$ cat src/rtl/cadm_pkg.sv
package cadm_pkg;
  localparam int NCAUSE = 3;
  localparam int CAUSE_MISSQ = 0;
  localparam int CAUSE_WBUF  = 1;
  localparam int CAUSE_TGT   = 2;

  localparam logic [1:0] KIND_MISS   = 2'd0;
  localparam logic [1:0] KIND_UNC_RD = 2'd1;
  localparam logic [1:0] KIND_WRITE  = 2'd2;
  localparam logic [1:0] KIND_RSVD   = 2'd3;

  // queue index for a request kind: write queue for writes, miss queue otherwise
  function automatic logic queue_of(input logic [1:0] kind);
    return kind == KIND_WRITE;
  endfunction

  // lowest set bit of a cause vector (vector assumed nonzero when used)
  function automatic logic [1:0] lowest_cause(input logic [NCAUSE-1:0] v);
    if (v[0]) return 2'd0;
    if (v[1]) return 2'd1;
    return 2'd2;
  endfunction
endpackage

$ cat src/rtl/cadm_qtrack.sv
module cadm_qtrack #(
  parameter int DEPTH = 4
) (
  input  logic clk,
  input  logic rst_n,
  input  logic alloc_fire,
  input  logic svc_req,
  output logic full,
  output logic set_ev,
  output logic clr_ev
);
  localparam int OW = $clog2(DEPTH + 1);

  logic [OW-1:0] occ_q, occ_n;
  logic          svc_ok;

  assign svc_ok = svc_req && (occ_q != '0);
  assign occ_n  = occ_q + OW'(alloc_fire) - OW'(svc_ok);
  assign full   = (occ_q == OW'(DEPTH));
  assign set_ev = alloc_fire && (occ_n == OW'(DEPTH));
  assign clr_ev = svc_ok && full && (occ_n != OW'(DEPTH));

  always_ff @(posedge clk or negedge rst_n) begin
    if (!rst_n) occ_q <= '0;
    else        occ_q <= occ_n;
  end


  occ_in_range_chk: assert property (@(posedge clk) disable iff (!rst_n)
    occ_q <= OW'(DEPTH));

  no_alloc_when_full_chk: assert property (@(posedge clk) disable iff (!rst_n)
    alloc_fire |-> !full);

  set_means_full_chk: assert property (@(posedge clk) disable iff (!rst_n)
    set_ev |=> full);

  clear_only_from_full_chk: assert property (@(posedge clk) disable iff (!rst_n)
    clr_ev |=> !full);
endmodule

$ cat src/rtl/cadm_blockmask.sv
module cadm_blockmask
  import cadm_pkg::*;
#(
  parameter int CNT_W = 32
) (
  input  logic                    clk,
  input  logic                    rst_n,
  input  logic [NCAUSE-1:0]       set_vec,
  input  logic [NCAUSE-1:0]       clr_vec,
  input  logic                    req_valid,
  output logic [NCAUSE-1:0]       mask,
  output logic                    stall,
  output logic                    retry,
  output logic [NCAUSE*CNT_W-1:0] episode_flat,
  output logic [NCAUSE*CNT_W-1:0] cycles_flat
);
  logic [NCAUSE-1:0] mask_q, mask_n;
  logic              stall_q, retry_q, pend_q;
  logic [CNT_W-1:0]  cycle_q, start_q;
  logic [CNT_W-1:0]  epi_q [NCAUSE];
  logic [CNT_W-1:0]  cyc_q [NCAUSE];

  // named events for the checks below
  logic       entry_ev, exit_ev, refused;
  logic [1:0] entry_c, exit_c;

  assign mask_n   = (mask_q & ~clr_vec) | set_vec;  // set wins on a collision
  assign entry_ev = (mask_q == '0) && (mask_n != '0);
  assign exit_ev  = (mask_q != '0) && (mask_n == '0);
  assign entry_c  = lowest_cause(set_vec);
  assign exit_c   = lowest_cause(clr_vec & mask_q);
  assign refused  = req_valid && stall_q;

  always_ff @(posedge clk or negedge rst_n) begin
    if (!rst_n) begin
      mask_q  <= '0;
      stall_q <= 1'b0;
      retry_q <= 1'b0;
      pend_q  <= 1'b0;
      cycle_q <= '0;
      start_q <= '0;
      for (int c = 0; c < NCAUSE; c++) begin
        epi_q[c] <= '0;
        cyc_q[c] <= '0;
      end
    end else begin
      cycle_q <= cycle_q + 1'b1;
      mask_q  <= mask_n;
      stall_q <= (mask_n != '0);
      retry_q <= exit_ev && (pend_q || refused);
      pend_q  <= exit_ev ? 1'b0 : (pend_q || refused);
      if (entry_ev) start_q <= cycle_q;
      for (int c = 0; c < NCAUSE; c++) begin
        if (entry_ev && entry_c == 2'(c)) epi_q[c] <= epi_q[c] + 1'b1;
        if (exit_ev && exit_c == 2'(c))   cyc_q[c] <= cyc_q[c] + (cycle_q - start_q);
      end
    end
  end

  assign mask  = mask_q;
  assign stall = stall_q;
  assign retry = retry_q;

  for (genvar g = 0; g < NCAUSE; g++) begin : g_flat
    assign episode_flat[g*CNT_W +: CNT_W] = epi_q[g];
    assign cycles_flat[g*CNT_W +: CNT_W]  = cyc_q[g];
  end

  logic [CNT_W+1:0] epi_sum, cyc_sum;
  assign epi_sum = (CNT_W+2)'(epi_q[0]) + (CNT_W+2)'(epi_q[1]) + (CNT_W+2)'(epi_q[2]);
  assign cyc_sum = (CNT_W+2)'(cyc_q[0]) + (CNT_W+2)'(cyc_q[1]) + (CNT_W+2)'(cyc_q[2]);


  stall_tracks_mask_chk: assert property (@(posedge clk) disable iff (!rst_n)
    stall_q == (mask_q != '0));

  retry_on_release_chk: assert property (@(posedge clk) disable iff (!rst_n)
    retry_q |-> $fell(stall_q));

  retry_single_chk: assert property (@(posedge clk) disable iff (!rst_n)
    retry_q |=> !retry_q);

  episode_on_entry_chk: assert property (@(posedge clk) disable iff (!rst_n)
    (epi_sum != $past(epi_sum)) |-> $rose(stall_q));

  cycles_on_exit_chk: assert property (@(posedge clk) disable iff (!rst_n)
    (cyc_sum != $past(cyc_sum)) |-> $fell(stall_q));
endmodule

$ cat src/rtl/cadm_allocfmt.sv
module cadm_allocfmt
  import cadm_pkg::*;
#(
  parameter int ADDR_W    = 32,
  parameter int SIZE_W    = 8,
  parameter int BLK_BYTES = 64,
  parameter int ORD_W     = 16
) (
  input  logic              clk,
  input  logic              rst_n,
  input  logic              fire,
  input  logic [1:0]        kind,
  input  logic [ADDR_W-1:0] addr,
  input  logic [SIZE_W-1:0] size,
  input  logic              send,
  output logic              res_valid,
  output logic              res_queue,
  output logic [ADDR_W-1:0] res_addr,
  output logic [SIZE_W-1:0] res_size,
  output logic [ORD_W-1:0]  res_order,
  output logic              send_req,
  output logic [1:0]        send_cause
);
  localparam int OFF_W = $clog2(BLK_BYTES);

  function automatic logic [ADDR_W-1:0] block_base(input logic [ADDR_W-1:0] a);
    return a & ~ADDR_W'(BLK_BYTES - 1);
  endfunction

  function automatic logic [ADDR_W-1:0] record_addr(input logic [1:0] k,
                                                    input logic [ADDR_W-1:0] a);
    return (k == KIND_MISS) ? block_base(a) : a;
  endfunction

  function automatic logic [SIZE_W-1:0] record_size(input logic [1:0] k,
                                                    input logic [SIZE_W-1:0] s);
    return (k == KIND_MISS) ? SIZE_W'(BLK_BYTES) : s;
  endfunction

  logic [ORD_W-1:0] next_order_q;
  logic [1:0]       kind_q;

  always_ff @(posedge clk or negedge rst_n) begin
    if (!rst_n) begin
      res_valid    <= 1'b0;
      res_queue    <= 1'b0;
      res_addr     <= '0;
      res_size     <= '0;
      res_order    <= '0;
      send_req     <= 1'b0;
      send_cause   <= 2'd0;
      next_order_q <= '0;
      kind_q       <= KIND_MISS;
    end else begin
      res_valid <= fire;
      send_req  <= fire && send;
      if (fire) begin
        res_queue    <= queue_of(kind);
        res_addr     <= record_addr(kind, addr);
        res_size     <= record_size(kind, size);
        res_order    <= next_order_q;
        send_cause   <= {1'b0, queue_of(kind)};
        next_order_q <= next_order_q + 1'b1;
        kind_q       <= kind;
      end
    end
  end


  miss_aligned_chk: assert property (@(posedge clk) disable iff (!rst_n)
    (res_valid && kind_q == KIND_MISS) |-> (res_addr[OFF_W-1:0] == '0 && res_size == SIZE_W'(BLK_BYTES)));

  send_with_result_chk: assert property (@(posedge clk) disable iff (!rst_n)
    send_req |-> (res_valid && send_cause == {1'b0, res_queue}));

  order_steps_chk: assert property (@(posedge clk) disable iff (!rst_n)
    (res_valid && $past(res_valid)) |-> (res_order == $past(res_order) + 1'b1));
endmodule

$ cat src/rtl/cache_admit_ctrl.sv
module cache_admit_ctrl
  import cadm_pkg::*;
#(
  parameter int ADDR_W      = 32,
  parameter int SIZE_W      = 8,
  parameter int BLK_BYTES   = 64,
  parameter int MISSQ_DEPTH = 4,
  parameter int WBUF_DEPTH  = 4,
  parameter int ORD_W       = 16,
  parameter int CNT_W       = 32
) (
  input  logic                    clk,
  input  logic                    rst_n,
  input  logic                    alloc_valid,
  input  logic [1:0]              alloc_kind,
  input  logic [ADDR_W-1:0]       alloc_addr,
  input  logic [SIZE_W-1:0]       alloc_size,
  input  logic                    alloc_send,
  output logic                    alloc_ready,
  input  logic                    svc_valid,
  input  logic                    svc_queue,
  input  logic                    tgt_set,
  input  logic                    tgt_clr,
  input  logic                    cpu_req_valid,
  output logic                    cpu_stall,
  output logic                    cpu_retry,
  output logic [NCAUSE-1:0]       block_mask,
  output logic                    res_valid,
  output logic                    res_queue,
  output logic [ADDR_W-1:0]       res_addr,
  output logic [SIZE_W-1:0]       res_size,
  output logic [ORD_W-1:0]        res_order,
  output logic                    send_req,
  output logic [1:0]              send_cause,
  output logic [NCAUSE*CNT_W-1:0] episode_cnt,
  output logic [NCAUSE*CNT_W-1:0] blocked_cyc
);
  localparam int NQ = 2;

  logic [NQ-1:0]     q_full, q_set, q_clr;
  logic              tgt_q, alloc_fire;
  logic [NCAUSE-1:0] set_vec, clr_vec;

  assign tgt_q       = queue_of(alloc_kind);
  assign alloc_ready = (alloc_kind != KIND_RSVD) && !q_full[tgt_q];
  assign alloc_fire  = alloc_valid && alloc_ready;

  for (genvar g = 0; g < NQ; g++) begin : g_q
    localparam int DEP = (g == 0) ? MISSQ_DEPTH : WBUF_DEPTH;
    cadm_qtrack #(.DEPTH(DEP)) u_track (
      .clk        (clk),
      .rst_n      (rst_n),
      .alloc_fire (alloc_fire && (tgt_q == 1'(g))),
      .svc_req    (svc_valid && (svc_queue == 1'(g))),
      .full       (q_full[g]),
      .set_ev     (q_set[g]),
      .clr_ev     (q_clr[g])
    );
  end

  assign set_vec = {tgt_set, q_set[CAUSE_WBUF], q_set[CAUSE_MISSQ]};
  assign clr_vec = {tgt_clr, q_clr[CAUSE_WBUF], q_clr[CAUSE_MISSQ]};

  cadm_blockmask #(.CNT_W(CNT_W)) u_mask (
    .clk          (clk),
    .rst_n        (rst_n),
    .set_vec      (set_vec),
    .clr_vec      (clr_vec),
    .req_valid    (cpu_req_valid),
    .mask         (block_mask),
    .stall        (cpu_stall),
    .retry        (cpu_retry),
    .episode_flat (episode_cnt),
    .cycles_flat  (blocked_cyc)
  );

  cadm_allocfmt #(
    .ADDR_W(ADDR_W), .SIZE_W(SIZE_W), .BLK_BYTES(BLK_BYTES), .ORD_W(ORD_W)
  ) u_fmt (
    .clk        (clk),
    .rst_n      (rst_n),
    .fire       (alloc_fire),
    .kind       (alloc_kind),
    .addr       (alloc_addr),
    .size       (alloc_size),
    .send       (alloc_send),
    .res_valid  (res_valid),
    .res_queue  (res_queue),
    .res_addr   (res_addr),
    .res_size   (res_size),
    .res_order  (res_order),
    .send_req   (send_req),
    .send_cause (send_cause)
  );


  reserved_never_ready_chk: assert property (@(posedge clk) disable iff (!rst_n)
    (alloc_kind == KIND_RSVD) |-> !alloc_ready);

  mask_bits_move_by_events_chk: assert property (@(posedge clk) disable iff (!rst_n)
    (set_vec == '0 && clr_vec == '0) |=> $stable(block_mask));
endmodule

$ cat config.mk
export PLATFORM = sky130hd
export DESIGN_NAME = cache_admit_ctrl
export DESIGN_NICKNAME = d
export VERILOG_FILES = /design/src/rtl/cadm_pkg.sv /design/src/rtl/cadm_qtrack.sv /design/src/rtl/cadm_blockmask.sv /design/src/rtl/cadm_allocfmt.sv /design/src/rtl/cache_admit_ctrl.sv
export SDC_FILE = /design/constraint.sdc
export NUM_CORES = 1
export LEC_CHECK = 0
export CAP_MARGIN = 10
export CORE_MARGIN = 1
export CORE_UTILIZATION = 35
export DETAILED_ROUTE_END_ITERATION = 10
export GPL_TIMING_DRIVEN = 0
export PLACE_DENSITY = 0.59
export SYNTH_ARGS = -nofsm -noshare
export SYNTH_HDL_FRONTEND = slang
export SYNTH_SLANG_ARGS = --single-unit
$ cat constraint.sdc
create_clock -name clk -period 7.05 [get_ports clk]
set_input_delay 0.705 -clock clk [delete_from_list [all_inputs] [get_ports clk]]
set_output_delay 0.705 -clock clk [all_outputs]
set_load 0.1 [all_outputs]
# After elaboration in Yosys (flattened, before gate mapping)
# Cells that the tools add are included.
# op_classes
add_sub_neg,13
magnitude_cmp,1
eq_ne,12
muxes,19
bitwise_logic,6
reduce_logical,36
# ops
op,count
$add A32 B1 Y32 const B,4
$add A32 B32 Y32,3
$sub A32 B32 Y32,1
$logic_and A1 B1 Y1,25
$add A16 B1 Y16 const B,1
$mux W2,8
$eq A3 B3 Y1 const B,4
$reduce_bool A3 Y1,4
$mux W1,9
$mux W8,1
$add A3 B1 Y3,2
$eq A2 B2 Y1 const B,3
$logic_not A2 Y1,3
$logic_not A3 Y1,2
$mux W6,1
$ne A3 B3 Y1 const B,2
$sub A3 B1 Y3,2
$eq A2 B1 Y1 const B,2
$and A3 B3 Y3,1
$not A3 Y3,1
$or A3 B3 Y3,1
$and A2 B2 Y2,1
$lt A1 B2 Y1 const B,1
$ne A2 B2 Y1 const B,1
other kinds (3),4
# totals
reg_bits,343
inputBits,51
elab_cells,108

# Longest topological paths before layout
# Gate-level depths: netlist of run 1.
# logic_depth
depth_word,18
ltp_mapped,24

# Hierarchy
# Synthesis of run 1 repeated with hierarchy kept, for this count alone.
# unflattened
cells_unflattened,2052
area_unflattened_um2,19967.9
# modules_own_cells
mod,instances,cells_per_inst,area_each_um2,seq_area_each_um2
cadm_blockmask,1,1791,16569.6,6556.3
cadm_allocfmt,1,218,2926.6,1876.8
cadm_qtrack,2,18,203.9,75.1
cache_admit_ctrl,1,7,63.8,0.0

# Least setup slack after synthesis of run 1
# Ideal clock, no wire load.
# synth_timing
path_type,input to register
start,in alloc_kind[1]
end,"reg u_mask.epi_q, in the netlist u_mask.episode_flat[94]"
arrival_time_ns,7.416
setup_slack_ns,-0.522
stages,20
n_path_buf,3
path_cell_list,o21ai_0 > nand2_1 > inv_1 > clkbuf_1 > clkbuf_1 > nand2_1 > ha_1 > inv_1 > ha_1 > fa_1 > xnor3_1 > and4_4 > o21a_1 > a2111oi_4 > nand4_2 > or2_4 > or3_1 > buf_6 > nand2b_4 > xnor2_2
# synth_via
elab_chain_len,17
elab_cells_between_ends,35
cone_classes,add/sub (4); eq/ne (7); mux (8); bitwise (4); reduce/logical (12)
# synth_lines
item,line_no,rtl
from (decl),cache_admit_ctrl.sv:15,"input logic [1:0] alloc_kind,"
$eq A2 B2 Y1,cadm_pkg.sv:14,return kind == KIND_WRITE;
$mux W1 (implied by the code) (2 in series),cache_admit_ctrl.sv:45,assign alloc_ready = (alloc_kind != KIND_RSVD) && !q_full[tgt_q];
$logic_not A1 Y1,cache_admit_ctrl.sv:45,
$logic_and A1 B1 Y1,cache_admit_ctrl.sv:45,
$logic_and A1 B1 Y1,cache_admit_ctrl.sv:46,assign alloc_fire = alloc_valid && alloc_ready;
$logic_and A1 B1 Y1 (*),cache_admit_ctrl.sv:53,".alloc_fire (alloc_fire && (tgt_q == 1'(g))),"
$add A3 B1 Y3 (*),cadm_qtrack.sv:18,assign occ_n = occ_q + OW'(alloc_fire) - OW'(svc_ok);
$sub A3 B1 Y3 (*),cadm_qtrack.sv:18,
via g_q[1].u_track.occ_n[2],cadm_qtrack.sv:14,"logic [OW-1:0] occ_q, occ_n;"
$eq A3 B3 Y1 or $ne A3 B3 Y1 (tied branches),"cadm_qtrack.sv:20, cadm_qtrack.sv:21",
$logic_and A1 B1 Y1 (on tied branches),"cadm_qtrack.sv:20, cadm_qtrack.sv:21",
$mux W1 or $not A3 Y3 (tied branches),"cadm_pkg.sv:20, cadm_blockmask.sv:27",
$mux W1 or $and A3 B3 Y3 (tied branches),"cadm_pkg.sv:20, cadm_blockmask.sv:27",
$mux W2 or $or A3 B3 Y3 (tied branches),"cadm_pkg.sv:21, cadm_blockmask.sv:27",
$mux W2 or $reduce_bool A3 Y1 (tied branches),"cadm_pkg.sv:20, cadm_blockmask.sv:28",
$eq A2 B2 Y1 or $logic_and A1 B1 Y1 (tied branches),"cadm_blockmask.sv:54, cadm_blockmask.sv:28",
$logic_and A1 B1 Y1 (*),cadm_blockmask.sv:54,if (entry_ev && entry_c == 2'(c)) epi_q[c] <= epi_q[c] + 1'b1;
"to (signal, indexed assignment)",cadm_blockmask.sv:54,
to (decl),cadm_blockmask.sv:20,logic [CNT_W-1:0] epi_q [NCAUSE];
# The timed path passes the listed nets; every way through them passes the cells marked *. The select of a mux whose other input is x is not followed.
# A chain may end at the register's enable or synchronous reset.

# Worst setup path in the final report of run 1
# layout_timing
start,in alloc_kind[1]
end,"reg u_mask.cyc_q, in the netlist u_mask.cycles_flat[53]"
# layout_via
elab_chain_len,18
elab_cells_between_ends,36
cone_classes,add/sub (4); eq/ne (7); mux (8); bitwise (5); reduce/logical (12)
# layout_lines
item,line_no,rtl
$eq A2 B2 Y1,cadm_pkg.sv:14,
$mux W1 (implied by the code) (2 in series),cache_admit_ctrl.sv:45,
$logic_not A1 Y1,cache_admit_ctrl.sv:45,
$logic_and A1 B1 Y1,cache_admit_ctrl.sv:45,
$logic_and A1 B1 Y1,cache_admit_ctrl.sv:46,
$logic_and A1 B1 Y1 (*),cache_admit_ctrl.sv:53,
$add A3 B1 Y3 (*),cadm_qtrack.sv:18,
$sub A3 B1 Y3 (*),cadm_qtrack.sv:18,
via g_q[1].u_track.occ_n[2],cadm_qtrack.sv:14,
$ne A3 B3 Y1,cadm_qtrack.sv:21,assign clr_ev = svc_ok && full && (occ_n != OW'(DEPTH));
$logic_and A1 B1 Y1,cadm_qtrack.sv:21,
$and A2 B2 Y2,cadm_blockmask.sv:31,assign exit_c = lowest_cause(clr_vec & mask_q);
$mux W1 (2 in series),cadm_pkg.sv:20,if (v[1]) return 2'd1;
$mux W2,cadm_pkg.sv:21,return 2'd2;
$mux W2,cadm_pkg.sv:20,
$eq A2 B1 Y1,cadm_blockmask.sv:55,if (exit_ev && exit_c == 2'(c)) cyc_q[c] <= cyc_q[c] + (cycle_q - start_q);
$logic_and A1 B1 Y1 (*),cadm_blockmask.sv:55,
"to (signal, indexed assignment)",cadm_blockmask.sv:55,
to (decl),cadm_blockmask.sv:21,logic [CNT_W-1:0] cyc_q [NCAUSE];
# Marks and branches as above.

==> metrics.md, run 1 <==
| Metric | Value |
|---|---|
| Placed Area | `about 24000 um2` |
| Grt total ovfl | `0` |
| Vias post-DR | `16800` |
| Post-synth EDFFs | `0` |
| Core box area | `56300 um2` |
| CTS H-tree depth | `2` |
| Pre-antenna DRT Iters | `5` |
| Endpoint class of the critical path | `flop` |
| Hold crit path type | `in2async` |
| Setup CP Type | `in2reg` |
| DR DRC count | `0` |
| Seq/Total Area, Yosys | `a little over two fifths` |
| Required @ worst endpoint | `approximately 7.5 ns` |
| Final TNS setup | `0 ns` |
| Slew Limit Fails | `0` |
| Maxcap violations | `0` |
| Die H | `approximately 240 um` |
| Clock root cell | `clkbuf_16` |
| Fin cells | `between 3000 and 4000` |
| Synth Area per Inst | `9.19 um2` |
| Final instance area | `about 25000 um2` |
| I/O Pins | `310` |
| Antenna Violating Nets Remaining | `0` |
| Post-synth top area share | `between 40% and 50%` |
| PortBufs | `about 300` |
| CTS tree | `yes` |
| Max FO, Critical Path | `10` |
| Die Wd | `between 200 and 250 um` |
| P&R area growth vs syn | `27.9%` |
| Total wire length | `around 57000 um` |
| Gr usage total | `19.7%` |
| Synth area leaders | `dfrtp_1 43%, ha_1 8.6%, nand2_1 7.9%, xnor2_1 6.6%, xor2_1 3.9%` |
| DR iter-0 viols | `roughly 1100` |
| Final period utilization | `between 90% and 100%` |
| Wire length of the first global-routing pass | `about 90000 um` |
| Status | `complete, no violations` |
| Initial antenna violation count | `1` |
| Initial Util | `between 30% and 40%` |
| Yosys top cell by area | `dfrtp_1` |
| Slew HR | `~27%` |
| DP Wirelength | `roughly 44000 um` |
| Total CTS buffers | `43` |
| CTS sink cnt | `about 340` |
| Syn Nets | `between 2000 and 2500` |
| Ys flop type | `dfrtp_1` |
| Synth Cell Area | `roughly 20000 um2` |
| Yosys warning count | `0` |
| Final Hold Vio Count | `0` |
| Share of cells above drive strength 1 | `4.51%` |
| F_max | `between 0.15 and 0.2 GHz` |
| Setup Fix Bufs, Post-CTS | `0` |
| Crit path launch type | `primary input` |
| Inst Count DP | `3229` |
| Final min period | `about 6.3 ns` |
| Synth unique cells | `about 70` |
| Final nets | `between 2000 and 3000` |
| Worst R2R Path Depth | `23` |
| Full die area | `just under 60000 um2` |
| Rows | `slightly below 90` |
| Util after Layout | `45.2%` |
| Via-to-Cell Ratio | `slightly above 5` |
| Post-synthesis register bit count | `approximately 340` |
| Worst path arrival time | `approximately 6.8 ns` |
| Setup Skew | `between 0.01 and 0.015 ns` |
| Syn Inst Count | `2163` |
| RSZ-0062 raised after global routing | `false` |
| Final setup violation count | `0` |
| Post-DR wirelength/cell | `17.3 um` |
| Max Buffers Root-to-Sink | `3` |
| Largest net degree at the start of global routing | `approximately 110` |
| Later-pin clock latency in the skew report | `around 0.57 ns` |
| Via count of the first global-routing pass | `between 15000 and 20000` |
| Ys async rst share | `between 90% and 100%` |
| Worst Tran Pin Value | `1.09 ns` |
| Placer Congestion | `0.868` |
| Clk slew on worst S/H paths | `approximately 0.06 ns` |
==> worst max-delay path: stages <==
cell	delay (ns)
clkdlybuf4s50_1	0.53
nor2b_1	0.29
nand2_1	0.09
o21ai_1	0.21
nand2_1	0.19
inv_1	0.11
clkbuf_1	0.37
clkbuf_1	0.44
nand2_1	0.18
ha_1	0.30
inv_1	0.04
ha_1	0.18
fa_1	0.37
xnor3_1	0.43
and4_4	0.25
a21oi_1	0.09
o21a_1	0.24
nand3_1	0.37
clkbuf_1	0.45
clkbuf_2	0.41
clkbuf_2	0.39
nand2_1	0.09
o31ai_1	0.07
==> per-layer routing <==
metal  vias to the layer above  track usage, %  wire length, um
met5                         -               0                0
met4                         0            8.72             2590
met3                       132            2.93             2280
met2                       372            31.1            26600
met1                      8080            26.6            25700
li1                       8216               -                -
==> cell families (layout without fill, tap and decap cells) <==
logic type	count (synthesis)	after routing	share of synthesized area [%]
buf+inv	143	531	2.77
flops	343	343	43.2
compound gates	469	469	14.7
simple gates	811	811	18.7
mux	12	12	0.661
xor+xnor	242	242	10.8
fa+ha+maj	142	142	9.16
other cells	1	3	0.0189
==> cell usage after synthesis (5+ instances only) <==
cell         n
o21bai_1    20
buf_1        9
o2111ai_1    5
nand4_1     32
a211oi_1    14
a31oi_1      7
o21ai_0    153
nor2_1     103
a21o_1      61
and2_1      16
xnor2_1    151
or3_1        8
fa_1         6
ha_1       136
a21boi_0     6
nand2_1    420
dfrtp_1    343
and4_1       9
and3_1      44
or2_2       10
o211ai_1    17
nand2b_1    16
clkbuf_1    49
a2111oi_0    5
nor2b_1     18
a21oi_1    116
nor3b_1      8
a31o_2       5
xor2_1      88
nor3_1      24
mux2_2       9
inv_1       82
o21a_1      21
nand3_1     80
o31ai_1     11
==> flip-flops by register name, indices dropped and copies added (netlist names), 3 cells and up <==
signal and count:
u_fmt.res_size 8, u_mask.episode_flat 96, u_mask.mask 3, u_fmt.res_order 16, u_mask.cycles_flat 96, u_mask.cycle_q 32
u_fmt.res_addr 32, u_fmt.next_order_q 16, g_q.u_track.occ_q 6, u_mask.start_q 32
==> worst paths after layout <==
kind / endpoint / slack, ns / from
worst max register to register: u_mask.cycles_flat[63] / 0.87 / u_mask.cycle_q[0]
worst min register to register: u_mask.cycles_flat[63] / 0.46 / u_mask.cycles_flat[63]
worst max-delay path: u_mask.cycles_flat[53] / 0.70 / alloc_kind[1]
max in group asynchronous: u_mask.start_q[2] / 5.18 / rst_n
worst min-delay path: u_mask.episode_flat[87] / 0.11 / rst_n
min in group clk: u_mask.cycles_flat[63] / 0.46 / u_mask.cycles_flat[63]
==> per-stage QoR <==
stage          hold WS [ns]  setup slack [ns]
6_report              0.106             0.701
5_1_grt               0.127             0.212
4_1_cts               0.109             0.318
3_5_place_dp          0.456            -0.267
3_3_place_gp          0.453            -10.19
2_1_floorplan         0.409             0.379
==> placed cells by master (no fill, tap or decap), drive strengths merged, types with 61 or more instances in the layout <==
master / n
nand2: 420
dfrtp: 343
clkdlybuf4s50: 306
o21ai: 153
xnor2: 152
ha: 136
a21oi: 116
clkbuf: 113
nor2: 106
xor2: 88
inv: 84
nand3: 80
a21o: 61
==> area by class of cell <==
type                    instances  area, um2
clock buffers                  62       1250
repair buffers                310       3160
plain buffers                  61        246
fillers                      5401      30800
flip-flops and latches        343       8580
well taps                     756        946
inverters                      82        308
diodes                          2       5.00
clock inverters                16        180
multi-input cells            1677      10800
==> timing repair <==
action / in CTS / in global routing
endpoints found under the setup margin: 0 / 10
gates resized for setup: 0 / 2
hold buffers: 0 / 0
Power of run 1 is left out: the tool's default activity adds up to more than one toggle a clock period on the data nets, which glitch-free logic cannot reach.
==> inputs of run 2 (changes only) <==
ABC_CLOCK_PERIOD_IN_PS = 7050   (was default)
==> results of run 2 <==
Final layout, timing and power as in run 1 (identical DEF).
Power of run 2 is left out for the same reason.
